**config.mk**
```make
export PLATFORM = sky130hd
export DESIGN_NAME = diag_cfg_handler
export DESIGN_NICKNAME = d
export VERILOG_FILES = /design/src/rtl/diag_cfg_pkg.sv /design/src/rtl/diag_rx_capture.sv /design/src/rtl/diag_mode_regs.sv /design/src/rtl/diag_resp_gen.sv /design/src/rtl/diag_cfg_handler.sv
export SDC_FILE = /design/constraint.sdc
export NUM_CORES = 1
export LEC_CHECK = 0
export CAP_MARGIN = 25
export CORE_MARGIN = 2
export CORE_UTILIZATION = 32
export CTS_BUF_LIST = sky130_fd_sc_hd__clkbuf_4 sky130_fd_sc_hd__clkbuf_8
export DETAILED_ROUTE_END_ITERATION = 16
export PLACE_DENSITY = 0.46
export SLEW_MARGIN = 20
export SYNTH_ARGS = -nofsm -noshare
export SYNTH_HDL_FRONTEND = slang
export SYNTH_SLANG_ARGS = --single-unit
export TNS_END_PERCENT = 50
```
**constraint.sdc**
```tcl
create_clock -name clk -period 2.4 [get_ports clk]
set_clock_uncertainty 0.2 [all_clocks]
set_input_delay 0.72 -clock clk [delete_from_list [all_inputs] [get_ports clk]]
set_output_delay 0.72 -clock clk [all_outputs]
set_load 0.01 [all_outputs]
```
**src/rtl/diag_cfg_pkg.sv**
```systemverilog
package diag_cfg_pkg;

   typedef enum logic {
      CMD_CFG  = 1'b0,
      CMD_TEST = 1'b1
   } cmd_kind_e;

   typedef struct packed {
      logic replicate;
      logic loopback;
      logic silent;
   } diag_mode_t;

endpackage

```
**src/rtl/diag_rx_capture.sv**
```systemverilog
module diag_rx_capture
   import diag_cfg_pkg::*;
#(
   parameter int DATA_W = 8,
   parameter int DEPTH  = 16,
   parameter int CNT_W  = $clog2(DEPTH + 1)
) (
   input  logic                         clk,
   input  logic                         rst_n,
   input  logic                         open_i,
   input  logic                         is_test_i,
   input  logic                         rx_valid_i,
   input  logic [DATA_W-1:0]            rx_data_i,
   input  logic                         rx_last_i,
   output logic                         active_o,
   output logic                         done_o,
   output cmd_kind_e                    kind_o,
   output logic [CNT_W-1:0]             len_o,
   output logic [DEPTH-1:0][DATA_W-1:0] buf_o
);

   logic             active_q;
   logic             done_q;
   cmd_kind_e        kind_q;
   logic [CNT_W-1:0] cnt_q;
   logic             take;
   logic             room;

   assign take = active_q & rx_valid_i;
   assign room = cnt_q < CNT_W'(DEPTH);

   always_ff @(posedge clk) begin
      if (!rst_n) begin
         active_q <= 1'b0;
         done_q   <= 1'b0;
         kind_q   <= CMD_CFG;
         cnt_q    <= '0;
      end else begin
         done_q <= 1'b0;
         if (open_i) begin
            active_q <= 1'b1;
            kind_q   <= is_test_i ? CMD_TEST : CMD_CFG;
            cnt_q    <= '0;
         end else if (take) begin
            if (room) cnt_q <= cnt_q + CNT_W'(1);
            if (rx_last_i) begin
               active_q <= 1'b0;
               done_q   <= 1'b1;
            end
         end
      end
   end

   for (genvar i = 0; i < DEPTH; i++) begin : g_slot
      logic [DATA_W-1:0] slot_q;
      always_ff @(posedge clk) begin
         if (!rst_n) slot_q <= '0;
         else if (take && cnt_q == CNT_W'(i)) slot_q <= rx_data_i;
      end
      assign buf_o[i] = slot_q;
   end

   assign active_o = active_q;
   assign done_o   = done_q;
   assign kind_o   = kind_q;
   assign len_o    = cnt_q;

   // the stored length never passes the buffer depth
   a_r6_len_capped: assert property (@(posedge clk) disable iff (!rst_n)
      cnt_q <= CNT_W'(DEPTH));

endmodule

```
**src/rtl/diag_mode_regs.sv**
```systemverilog
module diag_mode_regs
   import diag_cfg_pkg::*;
#(
   parameter int DATA_W   = 8,
   parameter int CNT_W    = 5,
   parameter int SIL_BIT  = 0,
   parameter int LOOP_BIT = 1,
   parameter int REP_BIT  = 2
) (
   input  logic              clk,
   input  logic              rst_n,
   input  logic              done_i,
   input  cmd_kind_e         kind_i,
   input  logic [CNT_W-1:0]  len_i,
   input  logic [DATA_W-1:0] first_i,
   output diag_mode_t        mode_o,
   output logic              echo_o
);

   diag_mode_t mode_q;
   diag_mode_t req;
   logic       cfg_ok;
   logic       clear;

   assign cfg_ok = done_i && (kind_i == CMD_CFG) && (len_i == CNT_W'(1));
   assign clear  = (first_i == '0);

   always_comb begin
      req.silent    = first_i[SIL_BIT];
      req.loopback  = first_i[LOOP_BIT];
      req.replicate = first_i[REP_BIT];
   end

   always_ff @(posedge clk) begin
      if (!rst_n) begin
         mode_q <= '0;
      end else if (cfg_ok) begin
         mode_q <= clear ? diag_mode_t'('0) : (mode_q | req);
      end
   end

   assign echo_o = cfg_ok && (!mode_q.silent || clear);
   assign mode_o = mode_q;

   // a zero byte empties every mode
   a_r3_zero_clears: assert property (@(posedge clk) disable iff (!rst_n)
      (cfg_ok && clear) |=> (mode_q == '0));

   // nonzero bytes only add modes
   a_r4_sticky: assert property (@(posedge clk) disable iff (!rst_n)
      (cfg_ok && !clear) |=> ((mode_q & $past(mode_q)) == $past(mode_q)));

   // malformed configure frames leave modes alone
   a_r5_bad_len_kept: assert property (@(posedge clk) disable iff (!rst_n)
      (done_i && kind_i == CMD_CFG && len_i != CNT_W'(1)) |=> $stable(mode_q));

endmodule

```
**src/rtl/diag_resp_gen.sv**
```systemverilog
module diag_resp_gen #(
   parameter int DATA_W = 8,
   parameter int DEPTH  = 16,
   parameter int CNT_W  = $clog2(DEPTH + 1),
   parameter int IDX_W  = $clog2(DEPTH)
) (
   input  logic                         clk,
   input  logic                         rst_n,
   input  logic                         fire_i,
   input  logic [CNT_W-1:0]             len_i,
   input  logic                         repl_i,
   input  logic [DEPTH-1:0][DATA_W-1:0] buf_i,
   output logic                         busy_o,
   output logic                         tx_valid_o,
   output logic [DATA_W-1:0]            tx_data_o,
   output logic                         tx_last_o
);

   logic             busy_q;
   logic             repl_q;
   logic [IDX_W-1:0] ptr_q;
   logic [IDX_W-1:0] end_q;
   logic [IDX_W-1:0] rd_idx;
   logic             at_end;

   assign at_end = (ptr_q == end_q);

   always_ff @(posedge clk) begin
      if (!rst_n) begin
         busy_q <= 1'b0;
         repl_q <= 1'b0;
         ptr_q  <= '0;
         end_q  <= '0;
      end else if (!busy_q) begin
         if (fire_i) begin
            busy_q <= 1'b1;
            repl_q <= repl_i;
            ptr_q  <= '0;
            end_q  <= IDX_W'(len_i - CNT_W'(1));
         end
      end else if (at_end) begin
         busy_q <= 1'b0;
      end else begin
         ptr_q <= ptr_q + IDX_W'(1);
      end
   end

   assign rd_idx     = repl_q ? '0 : ptr_q;
   assign tx_valid_o = busy_q;
   assign tx_data_o  = busy_q ? buf_i[rd_idx] : '0;
   assign tx_last_o  = busy_q && at_end;
   assign busy_o     = busy_q;

   // exactly one last marker closes each response
   a_r10_gap_after_last: assert property (@(posedge clk) disable iff (!rst_n)
      tx_last_o |=> !tx_valid_o);

   // a replicated response carries one byte value throughout
   a_r7_repl_steady: assert property (@(posedge clk) disable iff (!rst_n)
      (tx_valid_o && repl_q && $past(tx_valid_o)) |-> $stable(tx_data_o));

endmodule

```
**src/rtl/diag_cfg_handler.sv**
```systemverilog
module diag_cfg_handler
   import diag_cfg_pkg::*;
#(
   parameter int DATA_W      = 8,
   parameter int BUF_DEPTH   = 16,
   parameter int SILENT_BIT  = 0,
   parameter int LOOP_BIT    = 1,
   parameter int REPL_BIT    = 2,
   parameter bit LOOP_RETIME = 1'b0
) (
   input  logic              clk,
   input  logic              rst_n,
   input  logic              cmd_start,
   input  logic              cmd_is_test,
   input  logic              rx_valid,
   input  logic [DATA_W-1:0] rx_data,
   input  logic              rx_last,
   input  logic              line_rx_bit,
   input  logic              framer_tx_bit,
   output logic              line_tx_bit,
   output logic              mode_silent,
   output logic              mode_loopback,
   output logic              mode_replicate,
   output logic              tx_valid,
   output logic [DATA_W-1:0] tx_data,
   output logic              tx_last
);

   localparam int CNT_W = $clog2(BUF_DEPTH + 1);
   localparam int IDX_W = $clog2(BUF_DEPTH);

   if (BUF_DEPTH < 2) begin : g_bad_depth
      $error("BUF_DEPTH must be at least 2");
   end
   if (SILENT_BIT >= DATA_W || LOOP_BIT >= DATA_W || REPL_BIT >= DATA_W) begin : g_bad_bits
      $error("mode bit positions must lie inside the payload byte");
   end

   logic                            cap_active;
   logic                            cap_done;
   cmd_kind_e                       cap_kind;
   logic [CNT_W-1:0]                cap_len;
   logic [BUF_DEPTH-1:0][DATA_W-1:0] cap_buf;
   diag_mode_t                      mode;
   logic                            cfg_echo;
   logic                            resp_busy;
   logic                            open;
   logic                            fire;
   logic                            is_test_done;
   logic [CNT_W-1:0]                fire_len;
   logic                            fire_repl;

   assign open = cmd_start & ~cap_active & ~cap_done & ~resp_busy;

   diag_rx_capture #(
      .DATA_W (DATA_W),
      .DEPTH  (BUF_DEPTH),
      .CNT_W  (CNT_W)
   ) u_capture (
      .clk        (clk),
      .rst_n      (rst_n),
      .open_i     (open),
      .is_test_i  (cmd_is_test),
      .rx_valid_i (rx_valid),
      .rx_data_i  (rx_data),
      .rx_last_i  (rx_last),
      .active_o   (cap_active),
      .done_o     (cap_done),
      .kind_o     (cap_kind),
      .len_o      (cap_len),
      .buf_o      (cap_buf)
   );

   diag_mode_regs #(
      .DATA_W   (DATA_W),
      .CNT_W    (CNT_W),
      .SIL_BIT  (SILENT_BIT),
      .LOOP_BIT (LOOP_BIT),
      .REP_BIT  (REPL_BIT)
   ) u_modes (
      .clk     (clk),
      .rst_n   (rst_n),
      .done_i  (cap_done),
      .kind_i  (cap_kind),
      .len_i   (cap_len),
      .first_i (cap_buf[0]),
      .mode_o  (mode),
      .echo_o  (cfg_echo)
   );

   assign is_test_done = cap_done && (cap_kind == CMD_TEST);
   assign fire         = cfg_echo | (is_test_done & ~mode.silent);
   assign fire_len     = is_test_done ? cap_len : CNT_W'(1);
   assign fire_repl    = is_test_done & mode.replicate;

   diag_resp_gen #(
      .DATA_W (DATA_W),
      .DEPTH  (BUF_DEPTH),
      .CNT_W  (CNT_W),
      .IDX_W  (IDX_W)
   ) u_resp (
      .clk        (clk),
      .rst_n      (rst_n),
      .fire_i     (fire),
      .len_i      (fire_len),
      .repl_i     (fire_repl),
      .buf_i      (cap_buf),
      .busy_o     (resp_busy),
      .tx_valid_o (tx_valid),
      .tx_data_o  (tx_data),
      .tx_last_o  (tx_last)
   );

   if (LOOP_RETIME) begin : g_line_reg
      logic line_q;
      always_ff @(posedge clk) begin
         if (!rst_n) line_q <= 1'b0;
         else        line_q <= mode.loopback ? line_rx_bit : framer_tx_bit;
      end
      assign line_tx_bit = line_q;
   end else begin : g_line_comb
      assign line_tx_bit = mode.loopback ? line_rx_bit : framer_tx_bit;
   end

   assign mode_silent    = mode.silent;
   assign mode_loopback  = mode.loopback;
   assign mode_replicate = mode.replicate;

   // a silent station answers no test frame
   a_r8_silent_test_quiet: assert property (@(posedge clk) disable iff (!rst_n)
      (is_test_done && mode_silent) |=> !tx_valid);

   // a configure echo is a single byte
   a_r2_echo_single: assert property (@(posedge clk) disable iff (!rst_n)
      (cap_done && cap_kind == CMD_CFG && cfg_echo) |=> (tx_valid && tx_last));

endmodule

```
==> results_tabular.tex, run 1 <==
\begin{tabular}{lr}
\hline
Metric & Value \\
\hline
\multicolumn{2}{l}{\textbf{Synthesis}} \\
Portion of the post-synthesis area used by sequential elements & 40.9\% \\
Post-synthesis async set-or-reset flop share & 0\% \\
Post-synth top flop & sky130\_fd\_sc\_hd\_\_dfxtp\_1 \\
Total nets after synthesis & 873 \\
Library cells used by synthesis & 46 \\
Area of the mapped netlist & 7290 µm² \\
Synthesized area per cell & 8.58 µm² \\
Number of storage elements in the synthesis netlist & 149 \\
Post-Synthesis Cells & 850 \\
Synth warnings & 0 \\
Count of flip-flops with a built-in enable after synthesis & 0 \\
\multicolumn{2}{l}{\textbf{Layout}} \\
Antenna diode instance count & 0 \\
Number of nets in the final layout & 938 \\
Share of cells above drive strength 1 & 22.6\% \\
Non-filler cells, final & 1213 \\
Signed area change from the synthesized netlist to the final layout & 25.3\% \\
Final Cell Area & 9130 µm² \\
\multicolumn{2}{l}{\textbf{GRT}} \\
Wire length of the first global-routing pass & 35.3 mm \\
Global Route met3 Usage & under 10\% \\
Global routing usage summed across all routing layers & 19.0\% \\
Leftover overflow at the end of global routing & 0 \\
Initial antenna violation count & 0 \\
Pin count of the biggest net entering global routing & 44 \\
Routing usage on met2 & 30.8\% \\
M1 GR Usage & 26.1\% \\
Number of global-route vias before repair & a little over 6k \\
Peak-usage layer in the global routing report & met2 \\
\multicolumn{2}{l}{\textbf{Timing}} \\
Fin crit period & between 3 and 4 ns \\
Peak clock frequency supported by timing & 0.332 GHz \\
Final Hold Violating Endpoints & 0 \\
Final cycle utilization of the critical path & 126\% \\
Final setup vio count & 10 \\
RSZ-0062 raised after global routing & yes \\
Worst slew pin tran & 0.639 ns \\
Smallest setup slack after layout & -0.612 ns \\
Setup TNS & -5.14 ns \\
Max-slew violation count & 0 \\
Relative slew slack & between 50 and 60\% \\
\multicolumn{2}{l}{\textbf{Clock tree}} \\
Root buffer cell & sky130\_fd\_sc\_hd\_\_clkbuf\_8 \\
Clock tree from TritonCTS & built \\
CTS H-tree lvls & 4 \\
Maximum clock insertion buffer count & 2 \\
Cts-stage hold buffer count & 0 \\
Register clock-pin slew on the reported worst setup and hold paths & 0.08 ns \\
Num Clock Sinks & 149 \\
Number of clock buffers inserted by TritonCTS & 17 \\
Skew-Pair Late Insertion Delay & 0.47 ns \\
\multicolumn{2}{l}{\textbf{Worst hold path}} \\
Cells on Worst Hold Path & 2 \\
Hold Path Class & flip-flop to flip-flop \\
Worst hold path startpoint & u\_capture.g\_slot[11].slot\_q[0]\$\_SDFFE\_PN0P\_ \\
Worst Hold Endpoint & u\_capture.g\_slot[11].slot\_q[0]\$\_SDFFE\_PN0P\_ \\
\multicolumn{2}{l}{\textbf{Critical path}} \\
Critical Path End Type & output pin \\
Number of cells on the worst reg-to-reg path & 6 \\
FF-to-FF setup slack & 0.11 ns \\
CP Max Fanout & 12 \\
Type of the worst setup path & flip-flop to output pin \\
Worst reg2reg path endpoint & u\_resp.ptr\_q[0]\$\_SDFFE\_PN0P\_ \\
Worst endpoint required time & $\sim$1.5 ns \\
Crit Reg-Reg Startpoint & u\_capture.g\_slot[0].slot\_q[3]\$\_SDFFE\_PN0P\_ \\
Startpoint type of the worst setup path & flip-flop \\
Data arrival, critical path & 2.09 ns \\
\multicolumn{2}{l}{\textbf{Floorplan}} \\
Ports placed on the boundary & 30 \\
Starting Density & between 30\% and 40\% \\
Die Outline Area & approximately 24000 µm² \\
Number of standard-cell rows in the floorplan & 55 \\
Core area & about 23000 µm² \\
Die Width & 155 µm \\
Floorplan die height & around 150 µm \\
\multicolumn{2}{l}{\textbf{Routing}} \\
DRT iter0 DRCs & 347 \\
Wirelength per Cell & $\sim$18 µm \\
Routed vias/inst & 5.15 \\
DRC violations left & 0 \\
Post-route antenna net violation count & 0 \\
Vias after detailed routing & between 6k and 7k \\
Sum of routed wire length over all layers & 22.4 mm \\
Count of TritonRoute iterations in the first routing pass & 6 \\
\multicolumn{2}{l}{\textbf{Placed design}} \\
Cell Area, Placed & 8450 µm² \\
Cell Count Post-Placement & 1175 \\
\# port buffers & 29 \\
Detailed placement HPWL & 15.0 mm \\
Routability Congestion & 0.793 \\
\multicolumn{2}{l}{\textbf{Run status}} \\
Violated checks & setup timing \\
Outcome & finished with violations \\
\multicolumn{2}{l}{\textbf{Power}} \\
Largest voltage drop on the vdd net & 0.297 mV \\
Leak & 0.00309 µW \\
Power per standard cell area & 526 nW/µm² \\
\multicolumn{2}{l}{\textbf{Job}} \\
\# Max-Cap Violations & 0 \\
\hline
\end{tabular}
## synthesized netlist by cell type, drive strengths merged, types with 2 or more instances
cell,n,area [µm²]
dfxtp,149,2980
o22ai,18,113
xor2,7,61.3
o31ai,2,28.8
a31oi,9,56.3
mux4,8,180
nor3b,4,63.8
mux2i,34,340
a21boi,120,901
o21ai,13,65.1
ha,7,87.6
mux2,17,191
clkbuf,51,191
o221ai,8,70.1
nand2,163,612
nand2b,6,37.5
nand4,2,12.5
nand3,124,621
a21oi,21,105
o211a,2,20.0
nor2,20,77.6
nor3,2,21.3
inv,5,18.8
nand3b,3,38.8
and2,4,25.0
xnor2,2,17.5
nor2b,15,93.8
buf,26,193
nor4,3,25.0
## cell usage in the layout, fill, tap and decap left out, drive strengths merged, types with 8 or more instances in the layout
cell type	synthesis	routed
nand2	163	163
dfxtp	149	149
nand3	124	124
a21boi	120	120
buf	26	104
mux2i	34	34
clkbuf	51	22
a21oi	21	21
nor2	20	20
o22ai	18	18
clkdlybuf4s50	0	17
mux2	17	17
nor2b	15	15
o21ai	13	13
a31oi	9	9
mux4	8	8
o221ai	8	8
## what timing repair did
| action | in CTS | in global routing |
|---|---|---|
| buffers inserted | 5 | 2 |
| setup endpoints to repair | 11 | 10 |
| cloned | 0 | 1 |
| resized for setup | 74 | 29 |
| pin swaps | 9 | 11 |
## critical path: stages, from the launching register on
cell	delay, ns
sky130_fd_sc_hd__dfxtp_4	0.40
sky130_fd_sc_hd__buf_12	0.14
sky130_fd_sc_hd__mux2_2	0.34
sky130_fd_sc_hd__o22ai_2	0.15
sky130_fd_sc_hd__o22ai_1	0.11
sky130_fd_sc_hd__a21oi_1	0.19
sky130_fd_sc_hd__a31oi_1	0.09
sky130_fd_sc_hd__buf_2	0.21
## area by class of cell
type	instances	area, µm²
inverters	5	18.8
clock inverters	11	128
multi-input cells	619	4130
fillers	2299	13400
well taps	285	357
clock buffers	21	270
flip-flops and latches	149	2990
repair buffers	123	1240
## power breakdown
group / total, µW / switching [µW] / internal, µW
logic: 298 / 169 / 129
registers: 2490 / 11.4 / 2480
clock network: 2020 / 1030 / 989
## layer usage
metal | up-vias | wire length, µm
li1 | 3101 | -
met1 | 3027 | 11100
met2 | 89 | 10300
met3 | 26 | 605
met4 | 0 | 386
met5 | - | 0
## kinds of logic (layout without fill, tap and decap cells)
kind of cell	count (synthesis)	in the layout	synth area share, %
AO/OA/AOI/OAI	194	194	18.7
adder cells (fa/ha/maj)	7	7	1.20
multiplexers	59	59	9.77
XOR/XNOR	9	9	1.08
buffers and inverters	82	160	5.53
flip-flops	149	149	40.9
AND/OR/NAND/NOR	350	350	22.8
## worst max-delay path by stage
stage                                      start          to  slack, ns  depth (start not counted)
finish              u_resp.ptr_q[0]$_SDFFE_PN0P_  tx_data[3]      -0.61                          7
global route        u_resp.ptr_q[0]$_SDFFE_PN0P_  tx_data[0]      -0.69                          8
CTS                 u_resp.ptr_q[0]$_SDFFE_PN0P_  tx_data[4]      -0.63                          8
detailed placement  u_resp.ptr_q[0]$_SDFFE_PN0P_  tx_data[7]      -0.62                          8
global placement    u_resp.ptr_q[0]$_SDFFE_PN0P_  tx_data[7]      -0.62                          8
floorplan           u_resp.ptr_q[0]$_SDFFE_PN0P_  tx_data[0]       0.03                          6
## state kept, by name (all words and copies together) (netlist names)
name / count
u_resp.end_q: 4
u_capture.kind_o: 1
u_resp.repl_q: 1
u_capture.len_o: 5
u_capture.g_slot.slot_q: 128
u_modes.mode_o: 3
u_resp.busy_o: 1
u_resp.ptr_q: 4
u_capture.active_o: 1
u_capture.done_o: 1
## through the flow
step | hold WS (ns) | util, % | setup WS (ns) | total power (µW)
3_3_place_gp | 0.244 | 37.6 | -0.621 | 2850
4_1_cts | 0.256 | 39.9 | -0.630 | 4850
3_5_place_dp | 0.245 | 37.6 | -0.625 | 2850
5_1_grt | 0.277 | 40.6 | -0.695 | 4960
6_report | 0.256 | 40.6 | -0.612 | 4800
2_1_floorplan | 0.232 | - | 0.0278 | 2700
Note: power is estimated with default switching activity, not from simulation.
==> run 2: changes to the inputs <==
- CORE_MARGIN: 2 -> 10
- PLACE_DENSITY: 0.46 -> 0.54
==> run 2 against run 1 <==
Effect of this change: the flow still finishes with violations (setup timing); critical path depth is the same; non-clock buffer count shrank 2; utilization shrank 0.056 points; combinational power shrank 3%; critical path type unchanged; wire length shrank 2.1%; die area grew 22%; sequential share of layout area grew 0.072 points; total power grew 1.9%.
==> results_tabular.tex, run 2 (same netlist as run 1, synthesis figures left out) <==
\begin{tabular}{lr}
\hline
Metric & Value \\
\hline
\multicolumn{2}{l}{\textbf{Critical path}} \\
CP Max Fanout & 6 (-6) \\
Worst reg2reg path endpoint & u\_resp.ptr\_q[0]\$\_SDFFE\_PN0P\_ \\
FF-to-FF setup slack & 0.24 ns (+0.13 ns) \\
Cell Chain, Critical Path & nor2b\_4 > buf\_8 > mux2i\_1 > o21ai\_1 > a21oi\_2 > a31oi\_2 > buf\_2 \\
Type of the worst setup path & flip-flop to output pin \\
Number of cells on the worst reg-to-reg path & 6 (unchanged) \\
Buffers and inverters on the worst path & 2 (unchanged) \\
Crit path largest cell delay & 0.41 ns (about the same) \\
Category of cells accounting for the largest share of critical-path delay & flip-flops \\
Critical Path End Type & output pin \\
Slowest-stage cell, CP & sky130\_fd\_sc\_hd\_\_dfxtp\_4 \\
Startpoint type of the worst setup path & flip-flop \\
Crit Reg-Reg Startpoint & u\_capture.g\_slot[0].slot\_q[4]\$\_SDFFE\_PN0P\_ \\
Data arrival, critical path & 2.07 ns (-0.02 ns) \\
Worst endpoint required time & 1.48 ns (about the same) \\
Cell count along the critical path & 7 (unchanged) \\
\multicolumn{2}{l}{\textbf{Layout}} \\
Final Cell Area & 9120 µm² (-0.14\%) \\
Area of combinational cells with multiple inputs & 4170 µm² (+1.1\%) \\
Commonest non-fill, non-tap cell in the layout & sky130\_fd\_sc\_hd\_\_nand2\_1 \\
Antenna diode instance count & 0 (unchanged) \\
Max reg flops & 128 (unchanged) \\
Signed area change from the synthesized netlist to the final layout & 25.1\% \\
Register ranked first by flip-flop count & u\_capture.g\_slot.slot\_q \\
Most used cells in the layout excluding fill and tap cells & sky130\_fd\_sc\_hd\_\_nand2\_1 (160), sky130\_fd\_sc\_hd\_\_dfxtp\_1 (144), sky130\_fd\_sc\_hd\_\_nand3\_1 (123), sky130\_fd\_sc\_hd\_\_buf\_4 (72), sky130\_fd\_sc\_hd\_\_a21boi\_0 (68) \\
Filler cell count in the final layout & 2254 (-2.0\%) \\
Share of cells above drive strength 1 & 23.9\% (+1.2 points) \\
FF/Latch Area & 2990 µm² (about the same) \\
Non-filler cells, final & 1211 (-0.16\%) \\
Number of nets in the final layout & 936 (-0.21\%) \\
\multicolumn{2}{l}{\textbf{GRT}} \\
Global routing usage summed across all routing layers & 15.3\% (-3.7 points) \\
Pin count of the biggest net entering global routing & 79 (+80\%) \\
Number of global-route vias before repair & 5886 (-3.1\%) \\
Wire length of the first global-routing pass & 35.2 mm (-0.20\%) \\
Initial antenna violation count & 0 (unchanged) \\
Leftover overflow at the end of global routing & 0 (unchanged) \\
\multicolumn{2}{l}{\textbf{Run status}} \\
Outcome & finished with violations \\
Violated checks & setup timing \\
\multicolumn{2}{l}{\textbf{Timing}} \\
Worst slew pin tran & 0.648 ns (+0.00924 ns) \\
Peak clock frequency supported by timing & 0.335 GHz (+0.92\%) \\
RSZ-0062 raised after global routing & yes \\
Final Hold Violating Endpoints & 0 (unchanged) \\
Final worst hold slack & 0.258 ns (+0.00232 ns) \\
Fin crit period & 2.99 ns (-0.0274 ns) \\
Final setup vio count & 9 (-1) \\
Setup TNS & -4.94 ns (+0.202 ns) \\
Max-slew violation count & 0 (unchanged) \\
Smallest setup slack after layout & -0.585 ns (+0.0274 ns) \\
Relative slew slack & 56.7\% (-0.62 points) \\
Final cycle utilization of the critical path & 124\% (-1.1 points) \\
\multicolumn{2}{l}{\textbf{Power}} \\
Power per standard cell area & 537 nW/µm² (+2.1\%) \\
Leak & 0.00311 µW (+0.38\%) \\
Largest voltage drop on the vdd net & 0.303 mV (+2.0\%) \\
\multicolumn{2}{l}{\textbf{Routing}} \\
DRC violations left & 0 (unchanged) \\
DRT iter0 DRCs & 514 (+48\%) \\
Routed vias/inst & 5.18 (+0.65\%) \\
Post-route antenna net violation count & 0 (unchanged) \\
Wirelength per Cell & 18.1 µm (-2.0\%) \\
Vias after detailed routing & 6273 (+0.48\%) \\
Count of TritonRoute iterations in the first routing pass & 7 (+1) \\
Sum of routed wire length over all layers & 21.9 mm (-2.1\%) \\
\multicolumn{2}{l}{\textbf{Clock tree}} \\
Num Clock Sinks & 149 (unchanged) \\
Register clock-pin slew on the reported worst setup and hold paths & 0.09 ns (about the same) \\
Maximum clock insertion buffer count & 2 (unchanged) \\
CTS H-tree lvls & 4 (unchanged) \\
Skew-Pair Late Insertion Delay & 0.47 ns (about the same) \\
Cts-stage hold buffer count & 0 (unchanged) \\
Clock tree from TritonCTS & built \\
Root buffer cell & sky130\_fd\_sc\_hd\_\_clkbuf\_8 \\
Number of clock buffers inserted by TritonCTS & 17 (unchanged) \\
\multicolumn{2}{l}{\textbf{Floorplan}} \\
Number of standard-cell rows in the floorplan & 55 (unchanged) \\
Die Outline Area & 29200 µm² (+22\%) \\
Ports placed on the boundary & 30 (unchanged) \\
Core area & 22500 µm² (unchanged) \\
Floorplan die height & 171 µm (+10\%) \\
Starting Density & 32.4\% (unchanged) \\
Die Width & 171 µm (+10\%) \\
\multicolumn{2}{l}{\textbf{Placed design}} \\
\# port buffers & 29 (unchanged) \\
Cell Area, Placed & 8410 µm² (-0.50\%) \\
Detailed placement HPWL & 14.8 mm (-1.5\%) \\
Cell Count Post-Placement & 1176 (+0.085\%) \\
Setup Slack @ Placement & -0.642 ns (-0.0172 ns) \\
Routability Congestion & 0.824 (+3.9\%) \\
\multicolumn{2}{l}{\textbf{Worst hold path}} \\
Hold Path Class & flip-flop to flip-flop \\
Cells on Worst Hold Path & 2 (unchanged) \\
Worst Hold Endpoint & u\_capture.g\_slot[11].slot\_q[7]\$\_SDFFE\_PN0P\_ \\
Worst hold path startpoint & u\_capture.g\_slot[11].slot\_q[7]\$\_SDFFE\_PN0P\_ \\
\multicolumn{2}{l}{\textbf{Job}} \\
\# Max-Cap Violations & 0 (unchanged) \\
\hline
\end{tabular}
## run 2: cell types whose count changed in the layout (fill, tap and decap cells not counted), sizes merged, moves of 2 or more
cell           previous run  this run
buf                     104       102
clkbuf                   22        17
clkdlybuf4s50            17        13
clkinv                    5         1
dlygate4sd2               1         3
dlymetal6s2s              0         2
inv                       6        14
## run 2: report_power, final
group,leakage (µW),switching [µW],total [µW],internal [µW]
clock network,0.000203,1140,2120,972
registers,0.00120,12.8,2490,2480
logic,0.00170,163,288,125
total,0.00311,1320,4900,3580
## run 2: layout make-up
type	instances	area share [%]
Clock inverter	15	2.00
Clock buffer	17	2.57
Sequential cell	149	32.8
Multi-Input combinational cell	619	45.7
Timing Repair Buffer	121	12.8
Tap cell	285	3.91
Inverter	5	0.206
## run 2: repair_timing
action,4_1_cts,5_1_grt
pin swaps,12,17
endpoints found under the setup margin,13,11
gates cloned,2,0
hold endpoints to repair,0,0
resized for setup,86,41
setup buffers,4,0
## run 2: tightest hold or removal path, cell delays in order (launching register included)
cell,delay [ns]
sky130_fd_sc_hd__dfxtp_1,0.32
sky130_fd_sc_hd__nand2_1,0.05
sky130_fd_sc_hd__a21boi_1,0.05
## run 2: metal layers
metal / vias up / track usage, % / part of all wire (%) / routed length (µm)
met3: 14 / 3.27 / 3.9 / 853
met4: 0 / 3.10 / 1.1 / 245
li1: 3101 / - / - / -
met1: 3049 / 21.6 / 49 / 10800
met5: - / 0 / 0 / 0
met2: 109 / 23.5 / 46 / 10000
## run 2: worst max path at each step
stage / slack, ns / end / start
after floorplan: 0.03 / tx_data[0] / u_resp.ptr_q[0]$_SDFFE_PN0P_
after global placement: -0.66 / tx_data[0] / u_resp.ptr_q[0]$_SDFFE_PN0P_
after detailed placement: -0.64 / tx_data[0] / u_resp.ptr_q[0]$_SDFFE_PN0P_
after CTS: -0.63 / tx_data[0] / u_resp.ptr_q[0]$_SDFFE_PN0P_
after global routing: -0.69 / tx_data[5] / u_resp.ptr_q[0]$_SDFFE_PN0P_
final: -0.59 / tx_data[0] / u_resp.ptr_q[0]$_SDFFE_PN0P_
## run 2: per-stage QoR
stage | util, % | total power (µW)
final | 40.5 | 4900
after global routing | 40.5 | 5080
after CTS | 40.1 | 4930
after detailed placement | 37.4 | 2830
after global placement | 37.4 | 2830
after floorplan | - | 2700
